`src/rtl/cs_pkg.sv`:
```
package cs_pkg;

    parameter int STATE_W = 32;
    parameter int FRAC_W  = 26;
    parameter int ACC_W   = 48;
    parameter int TERMS   = 2;
    parameter int D_SHIFT = 6;

    typedef logic signed [STATE_W-1:0] fix_t;
    typedef logic signed [ACC_W-1:0]   acc_t;

    typedef struct packed {
        fix_t x;
        fix_t y;
        fix_t z;
    } state_t;

    typedef struct packed {
        acc_t dx;
        acc_t dy;
        acc_t dz;
    } deriv_t;

    typedef enum logic {PH_HALF, PH_FULL} phase_e;

    localparam acc_t ONE_Q     = acc_t'(1) <<< FRAC_W;
    localparam acc_t STEP_GAIN = ONE_Q >>> 2;
    localparam acc_t THR_B1    = ONE_Q >>> 3;
    localparam acc_t THR_B2    = ONE_Q >>> 2;
    localparam acc_t OFS_C1    = (ONE_Q >>> 3) + (ONE_Q >>> 4) + (ONE_Q >>> 7) + (ONE_Q >>> 8);
    localparam acc_t OFS_C2    = (ONE_Q >>> 2) + (ONE_Q >>> 5) + (ONE_Q >>> 6) + (ONE_Q >>> 9);

    localparam fix_t INIT_X = fix_t'(ONE_Q >>> 2);
    localparam fix_t INIT_Y = fix_t'(ONE_Q >>> 3);
    localparam fix_t INIT_Z = fix_t'(ONE_Q >>> 2);

    function automatic acc_t step_thr(input int j);
        return (j == 0) ? THR_B1 : THR_B2;
    endfunction

    function automatic acc_t sgn_ofs(input int l);
        return (l == 0) ? OFS_C1 : OFS_C2;
    endfunction

    // gains 16 and 32 are formed as shifts of one
    function automatic acc_t sgn_gain(input int l);
        return (l == 0) ? (ONE_Q <<< 4) : (ONE_Q <<< 5);
    endfunction

    function automatic fix_t advance1(input fix_t s, input acc_t k, input int sh);
        acc_t t;
        t = k >>> sh;
        return s + fix_t'(t[STATE_W-1:0]);
    endfunction

    function automatic state_t advance(input state_t s, input deriv_t k, input int sh);
        state_t r;
        r.x = advance1(s.x, k.dx, sh);
        r.y = advance1(s.y, k.dy, sh);
        r.z = advance1(s.z, k.dz, sh);
        return r;
    endfunction

endpackage

```
`src/rtl/cs_deriv.sv`:
```
module cs_deriv
    import cs_pkg::*;
(
    input  state_t s,
    input  logic   m_two,
    input  logic   n_two,
    output deriv_t k
);

    acc_t xs, ys, zs, w, v;

    always_comb begin
        xs = acc_t'(s.x);
        ys = acc_t'(s.y);
        zs = acc_t'(s.z);
        w  = '0;
        v  = '0;
        for (int j = 0; j < TERMS; j++) begin
            if ((j == 0 || m_two) && (ys >= step_thr(j)))
                w = w + STEP_GAIN;
        end
        for (int l = 0; l < TERMS; l++) begin
            if (l == 0 || n_two) begin
                if (zs > sgn_ofs(l))
                    v = v + sgn_gain(l);
                else if (zs < sgn_ofs(l))
                    v = v - sgn_gain(l);
            end
        end
        k.dx = ys;
        k.dy = zs;
        k.dz = ((w - xs) <<< D_SHIFT) - (ys <<< 1) - zs + v;
    end

    // a single active step term can add at most one increment
    always_comb begin
        assert_step_count_R5: assert (m_two || (w <= STEP_GAIN));
    end

endmodule

```
`src/rtl/cs_word_fmt.sv`:
```
module cs_word_fmt #(
    parameter int W     = 32,
    parameter int DAC_W = 14
) (
    input  logic signed [W-1:0] v,
    output logic [DAC_W-1:0]    code
);

    assign code = {~v[W-1], v[W-2 -: DAC_W-1]};

endmodule

```
`src/rtl/cs_dac_gate.sv`:
```
module cs_dac_gate #(
    parameter int DAC_W = 14
) (
    input  logic             en,
    input  logic [DAC_W-1:0] ch1_in,
    input  logic [DAC_W-1:0] ch2_in,
    output logic [DAC_W-1:0] ch1,
    output logic [DAC_W-1:0] ch2
);

    localparam logic [DAC_W-1:0] MIDSCALE = {1'b1, {(DAC_W-1){1'b0}}};

    always_comb begin
        ch1 = en ? ch1_in : MIDSCALE;
        ch2 = en ? ch2_in : MIDSCALE;
    end

endmodule

```
`src/rtl/chaos_rk2_gen.sv`:
```
module chaos_rk2_gen
    import cs_pkg::*;
#(
    parameter int DAC_W    = 14,
    parameter int DT_SHIFT = 9
) (
    input  logic             clk,
    input  logic             rst,
    input  logic             out_en,
    input  logic             m_two,
    input  logic             n_two,
    output logic [DAC_W-1:0] x_word,
    output logic [DAC_W-1:0] y_word,
    output logic [DAC_W-1:0] z_word,
    output logic [DAC_W-1:0] dac_ch1,
    output logic [DAC_W-1:0] dac_ch2,
    output logic             step_valid
);

    localparam int HALF_SHIFT = DT_SHIFT + 1;
    localparam logic [DAC_W-1:0] MIDSCALE = {1'b1, {(DAC_W-1){1'b0}}};

    state_t st, mid, eval_s;
    deriv_t k;
    phase_e phase;

    assign eval_s = (phase == PH_HALF) ? st : mid;

    cs_deriv u_deriv (
        .s     (eval_s),
        .m_two (m_two),
        .n_two (n_two),
        .k     (k)
    );

    always_ff @(posedge clk) begin
        if (rst) begin
            st         <= '{x: INIT_X, y: INIT_Y, z: INIT_Z};
            mid        <= '{x: INIT_X, y: INIT_Y, z: INIT_Z};
            phase      <= PH_HALF;
            step_valid <= 1'b0;
        end else begin
            case (phase)
                PH_HALF: begin
                    mid        <= advance(st, k, HALF_SHIFT);
                    phase      <= PH_FULL;
                    step_valid <= 1'b0;
                end
                default: begin
                    st         <= advance(st, k, DT_SHIFT);
                    phase      <= PH_HALF;
                    step_valid <= 1'b1;
                end
            endcase
        end
    end

    cs_word_fmt #(.W(STATE_W), .DAC_W(DAC_W)) u_fmt_x (.v(st.x), .code(x_word));
    cs_word_fmt #(.W(STATE_W), .DAC_W(DAC_W)) u_fmt_y (.v(st.y), .code(y_word));
    cs_word_fmt #(.W(STATE_W), .DAC_W(DAC_W)) u_fmt_z (.v(st.z), .code(z_word));

    cs_dac_gate #(.DAC_W(DAC_W)) u_gate (
        .en     (out_en),
        .ch1_in (y_word),
        .ch2_in (z_word),
        .ch1    (dac_ch1),
        .ch2    (dac_ch2)
    );

    assert_reset_quiet_R1: assert property (@(posedge clk) disable iff (rst)
        $past(rst) |-> !step_valid);

    assert_single_pulse_R2: assert property (@(posedge clk) disable iff (rst)
        step_valid |=> !step_valid);

    assert_state_hold_R3: assert property (@(posedge clk) disable iff (rst)
        (phase == PH_HALF) |=> $stable(st));

    assert_dac_idle_R8: assert property (@(posedge clk) disable iff (rst)
        !out_en |-> (dac_ch1 == MIDSCALE && dac_ch2 == MIDSCALE));

    assert_dac_live_R8: assert property (@(posedge clk) disable iff (rst)
        out_en |-> (dac_ch1 == y_word && dac_ch2 == z_word));

endmodule

```
`config.mk`:
```
export PLATFORM = sky130hd
export DESIGN_NAME = chaos_rk2_gen
export DESIGN_NICKNAME = d
export VERILOG_FILES = /design/src/rtl/cs_pkg.sv /design/src/rtl/cs_deriv.sv /design/src/rtl/cs_word_fmt.sv /design/src/rtl/cs_dac_gate.sv /design/src/rtl/chaos_rk2_gen.sv
export SDC_FILE = /design/constraint.sdc
export NUM_CORES = 1
export LEC_CHECK = 0
export ABC_AREA = 1
export BUFFER_PORTS_ARGS = -buffer_cell sky130_fd_sc_hd__clkbuf_2
export CAP_MARGIN = 20
export CORE_AREA = 8 8 208 210
export DETAILED_ROUTE_END_ITERATION = 10
export DIE_AREA = 0 0 216 218
export GPL_ROUTABILITY_DRIVEN = 0
export GPL_TIMING_DRIVEN = 0
export PLACE_DENSITY = 0.68
export RECOVER_POWER = 25
export SLEW_MARGIN = 20
export SYNTH_ARGS = -nofsm -noshare
export SYNTH_HDL_FRONTEND = slang
export SYNTH_SLANG_ARGS = --single-unit
```
`constraint.sdc`:
```
create_clock -name clk -period 18.23 [get_ports clk]
set_input_delay 3.646 -clock clk [delete_from_list [all_inputs] [get_ports clk]]
set_output_delay 3.646 -clock clk [all_outputs]
set_load 0.1 [all_outputs]
```
=== Word level (Yosys, flattened, before mapping) ===
Index checks and enable logic that the tools add are counted.

* Mux-type cells: 12
* Order comparisons: 6
* Add/subtract/negate cells: 13
* Reductions and logical operators: 1
* Bitwise logic cells: 3

{| class="wikitable"
|+ Operators with widths
! operator !! number
|-
| $mux 42 || 5
|-
| $mux 96 || 1
|-
| $add 32x22->32 || 2
|-
| $add 32x23->32 || 2
|-
| $add 32x32->32 || 2
|-
| $add 42x33->42 const B || 1
|-
| $add 42x42->42 || 1
|-
| $sub 42x32->42 || 1
|-
| $sub 42x33->42 || 1
|-
| $sub 42x33->42 const B || 1
|-
| $mux 36 || 1
|-
| $sub 36x32->36 || 1
|-
| $ge 32x25->1 const B || 1
|-
| $ge 32x26->1 const B || 1
|-
| $gt 32x25->1 const B || 1
|-
| $gt 32x26->1 const B || 1
|-
| $lt 32x25->1 const B || 1
|-
| $lt 32x26->1 const B || 1
|-
| $mux 14 || 2
|-
| $add 25x25->26 const B || 1
|-
| $mux 25 || 1
|-
| $not 1->1 || 3
|-
| $mux 1 || 2
|-
| $logic_and 1x1->1 || 1
|}

* Output and inout bits: 71
* Logic and storage cells: 43
* Input port bits: 5
* Register bits after elaboration: 194

=== Longest topological paths before layout ===
Gate-level depths: netlist of run 1.

* Depth after elaboration: 10
* Depth in mapped cells: 44

=== Cells and area by module ===
A second synthesis of run 1 with hierarchy kept.

* Cell total of the unflattened synthesis: 5180
* Area total of the unflattened synthesis: 28277.1 um^2

{| class="wikitable"
|+ Modules (own cells, without submodules)
! module !! area an instance (um^2) !! cells an instance !! instances
|-
| chaos_rk2_gen || 21311.7 || 3952 || 1
|-
| cs_deriv || 6404.9 || 1127 || 1
|-
| cs_word_fmt || 101.3 || 14 || 3
|-
| cs_dac_gate || 256.5 || 59 || 1
|}

=== Worst setup path before layout of run 1 ===
OpenSTA, ideal clock, no wires.

* Path kind: input-to-reg
* Start: input m_two
* End: register mid[28] (netlist name)
* Data arrival time: 8.637 ns
* Path slack: 9.465 ns
* Path buffers: 0
* Cell stages on the path: 32
* Cells stage by stage: nor3b_1 -> ha_1 -> ha_1 -> inv_1 -> nor2_1 -> nand2_1 -> o21bai_2 -> a21oi_1 -> nor2_1 -> xnor2_1 -> fa_1 -> inv_1 -> fa_1 -> inv_1 -> ha_1 -> nand2_1 -> nor2_1 -> nand2_1 -> nor4_1 -> nand3_1 -> o2111ai_1 -> xor2_1 -> ha_1 -> nand2_1 -> nor2_1 -> a211oi_1 -> nand2_1 -> nand3_1 -> nand2_1 -> or2_2 -> nand3_1 -> o21ai_0

* Cells in the longest elaborated chain, start to end: 7

{| class="wikitable"
|+ RTL lines
! what !! line !! RTL
|-
| from (decl) || chaos_rk2_gen.sv:10 || <nowiki>input logic m_two,</nowiki>
|-
| $logic_and 1x1->1 || cs_deriv.sv:19 || <nowiki>if ((j == 0 || m_two) && (ys >= step_thr(j)))</nowiki>
|-
| $mux 36 || cs_deriv.sv:19 ||
|-
| $sub 36x32->36 || cs_deriv.sv:32 || <nowiki>k.dz = ((w - xs) <<< D_SHIFT) - (ys <<< 1) - zs + v;</nowiki>
|-
| $sub 42x33->42 || cs_deriv.sv:32 ||
|-
| $sub 42x32->42 || cs_deriv.sv:32 ||
|-
| $add 42x42->42 || cs_deriv.sv:32 ||
|-
| $add 32x32->32 || cs_pkg.sv:53 || <nowiki>return s + fix_t'(t[STATE_W-1:0]);</nowiki>
|-
| to (signal assigned) || chaos_rk2_gen.sv:39 || <nowiki>mid <= '{x: INIT_X, y: INIT_Y, z: INIT_Z};</nowiki>
|-
| to (signal assigned) || chaos_rk2_gen.sv:45 || <nowiki>mid <= advance(st, k, HALF_SHIFT);</nowiki>
|-
| to (decl) || chaos_rk2_gen.sv:23 || <nowiki>state_t st, mid, eval_s;</nowiki>
|}

Every way passes these cells.
A chain may end at the register's enable or synchronous reset.

=== Worst setup path in the final report of run 1 ===
* Start: input m_two
* End: register st[31] (netlist name)

* Cells in the longest elaborated chain, start to end: 7

{| class="wikitable"
|+ RTL lines
! what !! line !! RTL
|-
| $logic_and 1x1->1 || cs_deriv.sv:19 ||
|-
| $mux 36 || cs_deriv.sv:19 ||
|-
| $sub 36x32->36 || cs_deriv.sv:32 ||
|-
| $sub 42x33->42 || cs_deriv.sv:32 ||
|-
| $sub 42x32->42 || cs_deriv.sv:32 ||
|-
| $add 42x42->42 || cs_deriv.sv:32 ||
|-
| $add 32x32->32 || cs_pkg.sv:53 ||
|-
| to (signal assigned) || chaos_rk2_gen.sv:38 || <nowiki>st <= '{x: INIT_X, y: INIT_Y, z: INIT_Z};</nowiki>
|-
| to (signal assigned) || chaos_rk2_gen.sv:50 || <nowiki>st <= advance(st, k, DT_SHIFT);</nowiki>
|-
| to (decl) || chaos_rk2_gen.sv:23 ||
|}

Every way passes these cells.

==> results of run 1 <==
==> worst max-delay path, delay by kind of cell <==
kind	cells	cell delay [ns]
adders and majority gates	6	2.25
and+or+nand+nor	15	1.98
AOI/OAI and AO/OA	7	1.42
xor gates and xnor gates	2	0.57
buffers and inverters	5	0.39
==> cell usage in the layout, fill, tap and decap left out, types with 11 or more instances in the layout <==
master     count
a21o_1        32
a21oi_1      327
a31oi_1       21
and2_1        11
buf_4         45
clkbuf_1      69
clkbuf_16     17
clkbuf_2      49
dfxtp_1      194
fa_1          52
ha_1         248
inv_1        434
nand2_1      685
nand3_1      149
nand4_1       30
nor2_1       266
nor3_1        48
nor4_1        26
o21a_1        28
o21ai_0      243
o21ai_1       19
o21bai_1      12
o22ai_1       95
or2_2         36
xnor2_1       63
xor2_1        91
==> through the flow <==
stage | instances | area (um^2) | setup slack (ns) | util
floorplan | 3297 | 21700 | 9.46 | -
global placement | 3903 | 22700 | 8.32 | 0.565
detailed placement | 3907 | 22700 | 8.25 | 0.566
global route | 3939 | 23400 | 8.11 | 0.581
finish | 3939 | 23400 | 8.43 | 0.581
CTS | 3939 | 23400 | 8.72 | 0.582
==> sequential cells by signal (all words and copies together), names as in the netlist <==
name / flops
st: 96
step_valid: 1
mid: 96
phase: 1
==> worst max-delay path by stage <==
stage	start	cells after the start	end	slack [ns]
floorplan	m_two	32	mid[28]$_SDFFE_PP0N_	9.46
global placement	m_two	34	st[31]$_SDFFE_PP0P_	8.32
detailed placement	m_two	34	st[31]$_SDFFE_PP0P_	8.25
CTS	m_two	34	st[31]$_SDFFE_PP0P_	8.72
global route	m_two	34	st[31]$_SDFFE_PP0P_	8.11
finish	m_two	35	st[31]$_SDFFE_PP0P_	8.43
==> cell usage after synthesis, types with 6 or more instances <==
| master | count |
|---|---|
| a21o_1 | 32 |
| a21oi_1 | 327 |
| a31oi_1 | 21 |
| and2_1 | 11 |
| buf_1 | 8 |
| buf_2 | 8 |
| buf_4 | 42 |
| buf_6 | 6 |
| clkbuf_1 | 42 |
| dfxtp_1 | 194 |
| fa_1 | 52 |
| ha_1 | 248 |
| inv_1 | 433 |
| nand2_1 | 685 |
| nand2_2 | 8 |
| nand3_1 | 149 |
| nand3b_1 | 8 |
| nand4_1 | 30 |
| nor2_1 | 266 |
| nor2_2 | 6 |
| nor3_1 | 48 |
| nor4_1 | 26 |
| o211ai_1 | 6 |
| o21a_1 | 28 |
| o21ai_0 | 258 |
| o21ai_1 | 6 |
| o21bai_1 | 12 |
| o22ai_1 | 95 |
| o31ai_1 | 6 |
| or2_2 | 36 |
| xnor2_1 | 63 |
| xor2_1 | 91 |
==> logic make-up after synthesis <==
kind of cell / Yosys count / share of synthesized area
xor gates and xnor gates: 154 / 0.0623
DFF: 194 / 0.179
buffers and inverters: 545 / 0.104
and+or+nand+nor: 1284 / 0.252
AOI/OAI and AO/OA: 820 / 0.211
adders and majority gates: 300 / 0.191
==> area by class of cell <==
| class | count | area (um^2) |
|---|---|---|
| Clock inverter | 13 | 194 |
| Clock buffer | 19 | 453 |
| Timing Repair Buffer | 78 | 377 |
| Buffer | 106 | 611 |
| Tap cell | 532 | 666 |
| Multi-Input combinational cell | 2558 | 15500 |
| Inverter | 439 | 1650 |
| Fill cell | 3999 | 16800 |
| Sequential cell | 194 | 3880 |
==> per-layer routing <==
| layer | part of all wire | track usage | up-vias |
|---|---|---|---|
| met5 | 0 | 0 | - |
| met4 | 0.063 | 0.200 | 0 |
| met3 | 0.10 | 0.0795 | 268 |
| met2 | 0.44 | 0.555 | 1255 |
| met1 | 0.39 | 0.411 | 10900 |
| li1 | - | - | 11300 |
==> run summary, run 1 <==
outcome -> complete, but fails checks
failing checks -> max-capacitance violations
RSZ-0062 raised after global routing -> no
Final min period -> 9.80 ns
cell row count -> 74
R2R Path End -> st[31]$_SDFFE_PP0P_
area share of the leading cell type in the synthesized netlist -> 0.179
FF-to-FF Start -> phase$_SDFF_PP0_
DR iter-0 viols -> 2982
Yosys warnings -> 0
fin crit share -> 0.538
clk sinks -> 194
Pins Over Slew Limit -> 0
Yosys top cell by area -> dfxtp_1
hold_sp -> mid[66]$_SDFFE_PP0N_
CTS tree -> done
core area -> 0.0402 mm^2
post-CTS setup buffer count -> 0
first-pass GRT wire length -> 125000 um
area grow syn2layout -> 7.83%
fin nets -> 3699
Max clock buf depth -> 2
Antenna Violating Nets Remaining -> 0
Routed WL -> 83300 um
Seq/Total Area, Yosys -> 0.179
WL/cell -> 21.1 um
antenna violations before repair -> 2
die area -> 0.0471 mm^2
I/O pin total -> 76
flop and latch count out of synthesis -> 194
number of port buffers -> 74
worst endpoint required time -> 18.70 ns
chip height -> 218 um
Vias/cell -> 6.02
layout cells sized above 1 -> 0.0613
Hold WC Path Type -> register to register
Tot GR Track Use -> 0.342
Hold Violations, Final -> 0
hold buffer count at cts -> 0
Distinct cells, synth -> 53
Fmax achieved -> 102 MHz
Synth Instances -> 3297
Fin Clk Skew -> 0.0228 ns
# setup viols final -> 0
Die W -> 216 um
R2R cell count -> 44
CP most frequent cell -> nand2_1
DP Wirelength -> 67300 um
Synth area leaders -> dfxtp_1 (18%), ha_1 (14%), nand2_1 (12%)
post-synthesis average cell area -> 6.57 um^2
n_diodes -> 0
H-Tree Level Count -> 4
Worst Hold Path EP -> mid[66]$_SDFFE_PP0N_
crit path DAT -> 10.27 ns
crit path max fanout -> 5
Synth async-reset ratio -> 0
worst skew pair latency -> 0.53 ns
maxcap violations -> 1
first-pass iteration count of the detailed router -> 6
hold slack -> 0.475 ns
Worst setup EP type -> register
Worst-path clk slew -> 0.09 ns
Root Driver -> clkbuf_16
TritonCTS buffer count -> 17
Least-Margin Pin Slew -> 1.48 ns
Largest stage delay, worst path -> 0.52 ns
DR vias -> 23700
post-cts resize count -> 0
Sum Neg Setup Slack -> 0 ns
Post-synth EDFFs -> 0
Initial Util -> 0.539
largest net degree at the start of global routing -> 18
register-to-register setup slack -> 9.03 ns
Slew HR -> 0.00967
number of global-route vias before repair -> 22400
syn nets -> 3602
ys flop type -> dfxtp_1
WHS Path Cells -> 2
# DRC -> 0
highest-delay cell along the critical path -> fa_1
grt ovf -> 0
startpoint types -> primary input
Crit Path Class -> primary input to register
Post-Syn Area -> 0.0217 mm^2
Power of run 1 is not shown: default switching activity piles up to over one toggle a cycle in this logic, so the estimate is an artifact.
==> inputs of run 2 (changes only) <==
--- a/config.mk
+++ b/config.mk
@@ -5,12 +5,12 @@
 export SDC_FILE = /design/constraint.sdc
 export NUM_CORES = 1
 export LEC_CHECK = 0
-export ABC_AREA = 1
+export ABC_AREA = 0
 export BUFFER_PORTS_ARGS = -buffer_cell sky130_fd_sc_hd__clkbuf_2
 export CAP_MARGIN = 20
-export CORE_AREA = 8 8 208 210
+export CORE_AREA = 8 8 202 204
 export DETAILED_ROUTE_END_ITERATION = 10
-export DIE_AREA = 0 0 216 218
+export DIE_AREA = 0 0 210 212
 export GPL_ROUTABILITY_DRIVEN = 0
 export GPL_TIMING_DRIVEN = 0
 export PLACE_DENSITY = 0.68
==> constraint.sdc (replaced) <==
create_clock -name clk -period 9.68 [get_ports clk]
set_input_delay 1.936 -clock clk [delete_from_list [all_inputs] [get_ports clk]]
set_output_delay 1.936 -clock clk [all_outputs]
set_load 0.1 [all_outputs]
==> run 2 against run 1 <==
  * The flow now finishes without violations
  * Synthesized cell count shrank 19%
  * Setup slack lost 8.1 ns
  * Non-clock buffer count grew 22
  * Cell count shrank 16%
  * Wire length shrank 13%
  * Largest cell class unchanged
==> run summary, run 2 <==
outcome -> complete, no violations
grt ovf -> 0
Hold WC Path Type -> register to register
Hold Violations, Final -> 0
Seq/Total Area, Yosys -> 0.191
Vias/cell -> 6.21
Top Registers -> mid x96, st x96
# fillers -> 3553
largest net degree at the start of global routing -> 29
startpoint types -> register
Worst-path clk slew -> 0.09 ns
register-to-register setup slack -> 0.34 ns
Crit Path Class -> register to register
clk sinks -> 194
hold buffer count at cts -> 0
commonest cells in the netlist -> a21oi_1 (273), nand2_1 (272), ha_1 (248)
R2R cell count -> 31
FF-to-FF Start -> phase$_SDFF_PP0_
Synth async-reset ratio -> 0
Slew HR -> 0.142
I/O pin total -> 76
DR vias -> 20400
Yosys top cell by area -> dfxtp_1
CP Launch Point -> phase$_SDFF_PP0_
hold_sp -> mid[7]$_SDFFE_PP0N_
Synth area leaders -> dfxtp_1 (19%), ha_1 (15%), a21oi_1 (6.7%)
crit path DAT -> 9.65 ns
Worst path top cell family by delay -> compound AO/OA/AOI/OAI gates
TritonCTS buffer count -> 17
RSZ-0062 raised after global routing -> no
Pins Over Slew Limit -> 0
Yosys warnings -> 0
Initial Util -> 0.537
WL/cell -> 22.0 um
Post-synth EDFFs -> 0
cell row count -> 72
Tot GR Track Use -> 0.317
flop and latch count out of synthesis -> 194
Worst setup EP type -> register
highest-count cells in the layout ignoring fill and taps -> nand2_1 (272), a21oi_1 (271), ha_1 (248)
Fin Clk Skew -> 0.0188 ns
fin nets -> 3066
chip height -> 212 um
Least-Margin Pin Slew -> 1.27 ns
# DRC -> 0
number of global-route vias before repair -> 19300
antenna violations before repair -> 2
Worst Hold Path EP -> mid[7]$_SDFFE_PP0N_
R2R Path End -> st[31]$_SDFFE_PP0P_
Largest stage delay, worst path -> 0.73 ns
Synth Instances -> 2668
most frequent cell after synthesis -> a21oi_1
leading cell type in the layout, fill and taps excluded -> nand2_1
syn nets -> 2973
first-pass GRT wire length -> 109000 um
Fmax achieved -> 107 MHz
ys flop type -> dfxtp_1
die area -> 0.0445 mm^2
H-Tree Level Count -> 4
worst endpoint required time -> 9.99 ns
DR iter-0 viols -> 2317
Max clock buf depth -> 2
Antenna Violating Nets Remaining -> 0
crit path max fanout -> 37
Final min period -> 9.34 ns
maxcap violations -> 0
Routed WL -> 72400 um
CTS tree -> done
DP Wirelength -> 56900 um
Root Driver -> clkbuf_16
highest-delay cell along the critical path -> o311ai_0
core area -> 0.0379 mm^2
utilization after layout -> 0.580
CP Buf/Inv Count -> 7
area share of the leading cell type in the synthesized netlist -> 0.191
post-synthesis average cell area -> 7.63 um^2
worst skew pair latency -> 0.48 ns
first-pass iteration count of the detailed router -> 6
area grow syn2layout -> 8.13%
layout cells sized above 1 -> 0.0595
fin crit share -> 0.965
number of port buffers -> 74
WHS Path Cells -> 2
# setup viols final -> 0
Die W -> 210 um
Post-Syn Area -> 0.0204 mm^2
Distinct cells, synth -> 86
## run 2: cell types whose count changed after synthesis, moves of 23 or more
cell      delta
a211oi_1    +23
a21o_1      +49
a21oi_1     -54
and2_1      +28
clkbuf_1    +34
inv_1      -255
mux2i_1     +24
nand2_1    -413
nand3_1    -109
nor2_1      -33
nor2b_1     +35
o21ai_0    -100
o22ai_1     -66
xnor2_1     +73
## run 2: cell families (layout without fill, tap and decap cells)
group	count (synthesis)	after routing	synth area share
and+or+nand+nor	815	815	0.185
other	0	1	0
xor gates and xnor gates	208	208	0.0895
muxes	32	32	0.0162
AOI/OAI and AO/OA	806	806	0.249
DFF	194	194	0.191
buffers and inverters	313	419	0.0659
adders and majority gates	300	300	0.204
## run 2: through the flow
stage,instances,setup TNS (ns),instance area [um^2],setup slack [ns],hold WS (ns)
after floorplan,2668,0,20400,0.823,0.437
after global placement,3260,-77.67,21400,-2.68,0.448
after detailed placement,3261,-91.62,21400,-3.02,0.453
after CTS,3290,0,22000,0.0220,0.463
after global routing,3292,0,22000,0.0121,0.486
final,3293,0,22000,0.339,0.466
## run 2: worst max-delay path by stage
stage / endpoint / slack, ns / depth (start not counted)
after floorplan: st[31]$_SDFFE_PP0P_ / 0.82 / 38
after global placement: st[31]$_SDFFE_PP0P_ / -2.68 / 41
after detailed placement: st[31]$_SDFFE_PP0P_ / -3.02 / 41
after CTS: st[31]$_SDFFE_PP0P_ / 0.02 / 37
after global routing: mid[30]$_SDFFE_PP0N_ / 0.01 / 35
final: st[31]$_SDFFE_PP0P_ / 0.34 / 31
## run 2: layer usage
layer | track usage | share of wire | vias up
met5 | 0 | 0 | -
met4 | 0.146 | 0.047 | 0
met3 | 0.0752 | 0.11 | 187
met2 | 0.499 | 0.44 | 1024
met1 | 0.409 | 0.41 | 9645
li1 | - | - | 9590
## run 2: final cells by class
| class | count | area, um^2 | area share |
|---|---|---|---|
| antenna | 1 | 2.50 | 0.000114 |
| buffer | 128 | 681 | 0.0309 |
| clock buffer | 20 | 467 | 0.0212 |
| clock inverter | 12 | 119 | 0.00540 |
| inverter | 181 | 683 | 0.0310 |
| multi-input combinational | 2161 | 15200 | 0.690 |
| sequential | 194 | 3880 | 0.176 |
| tap | 518 | 648 | 0.0294 |
| timing repair buffer | 78 | 350 | 0.0159 |
## run 2: worst register-to-register path, delay by kind of cell (launching register included)
kind            cells  cell delay (ns)
flops               1             0.33
compound gates     12             3.64
buf+inv             7             2.30
simple gates        6             0.72
fa+ha+maj           4             1.57
xor+xnor            2             0.61
## run 2: what timing repair did
item,4_1_cts,5_1_grt
setup buffers,0,3
endpoints found under the setup margin,55,11
gates resized for setup,19,18
Power of run 2 is left out for the same reason.
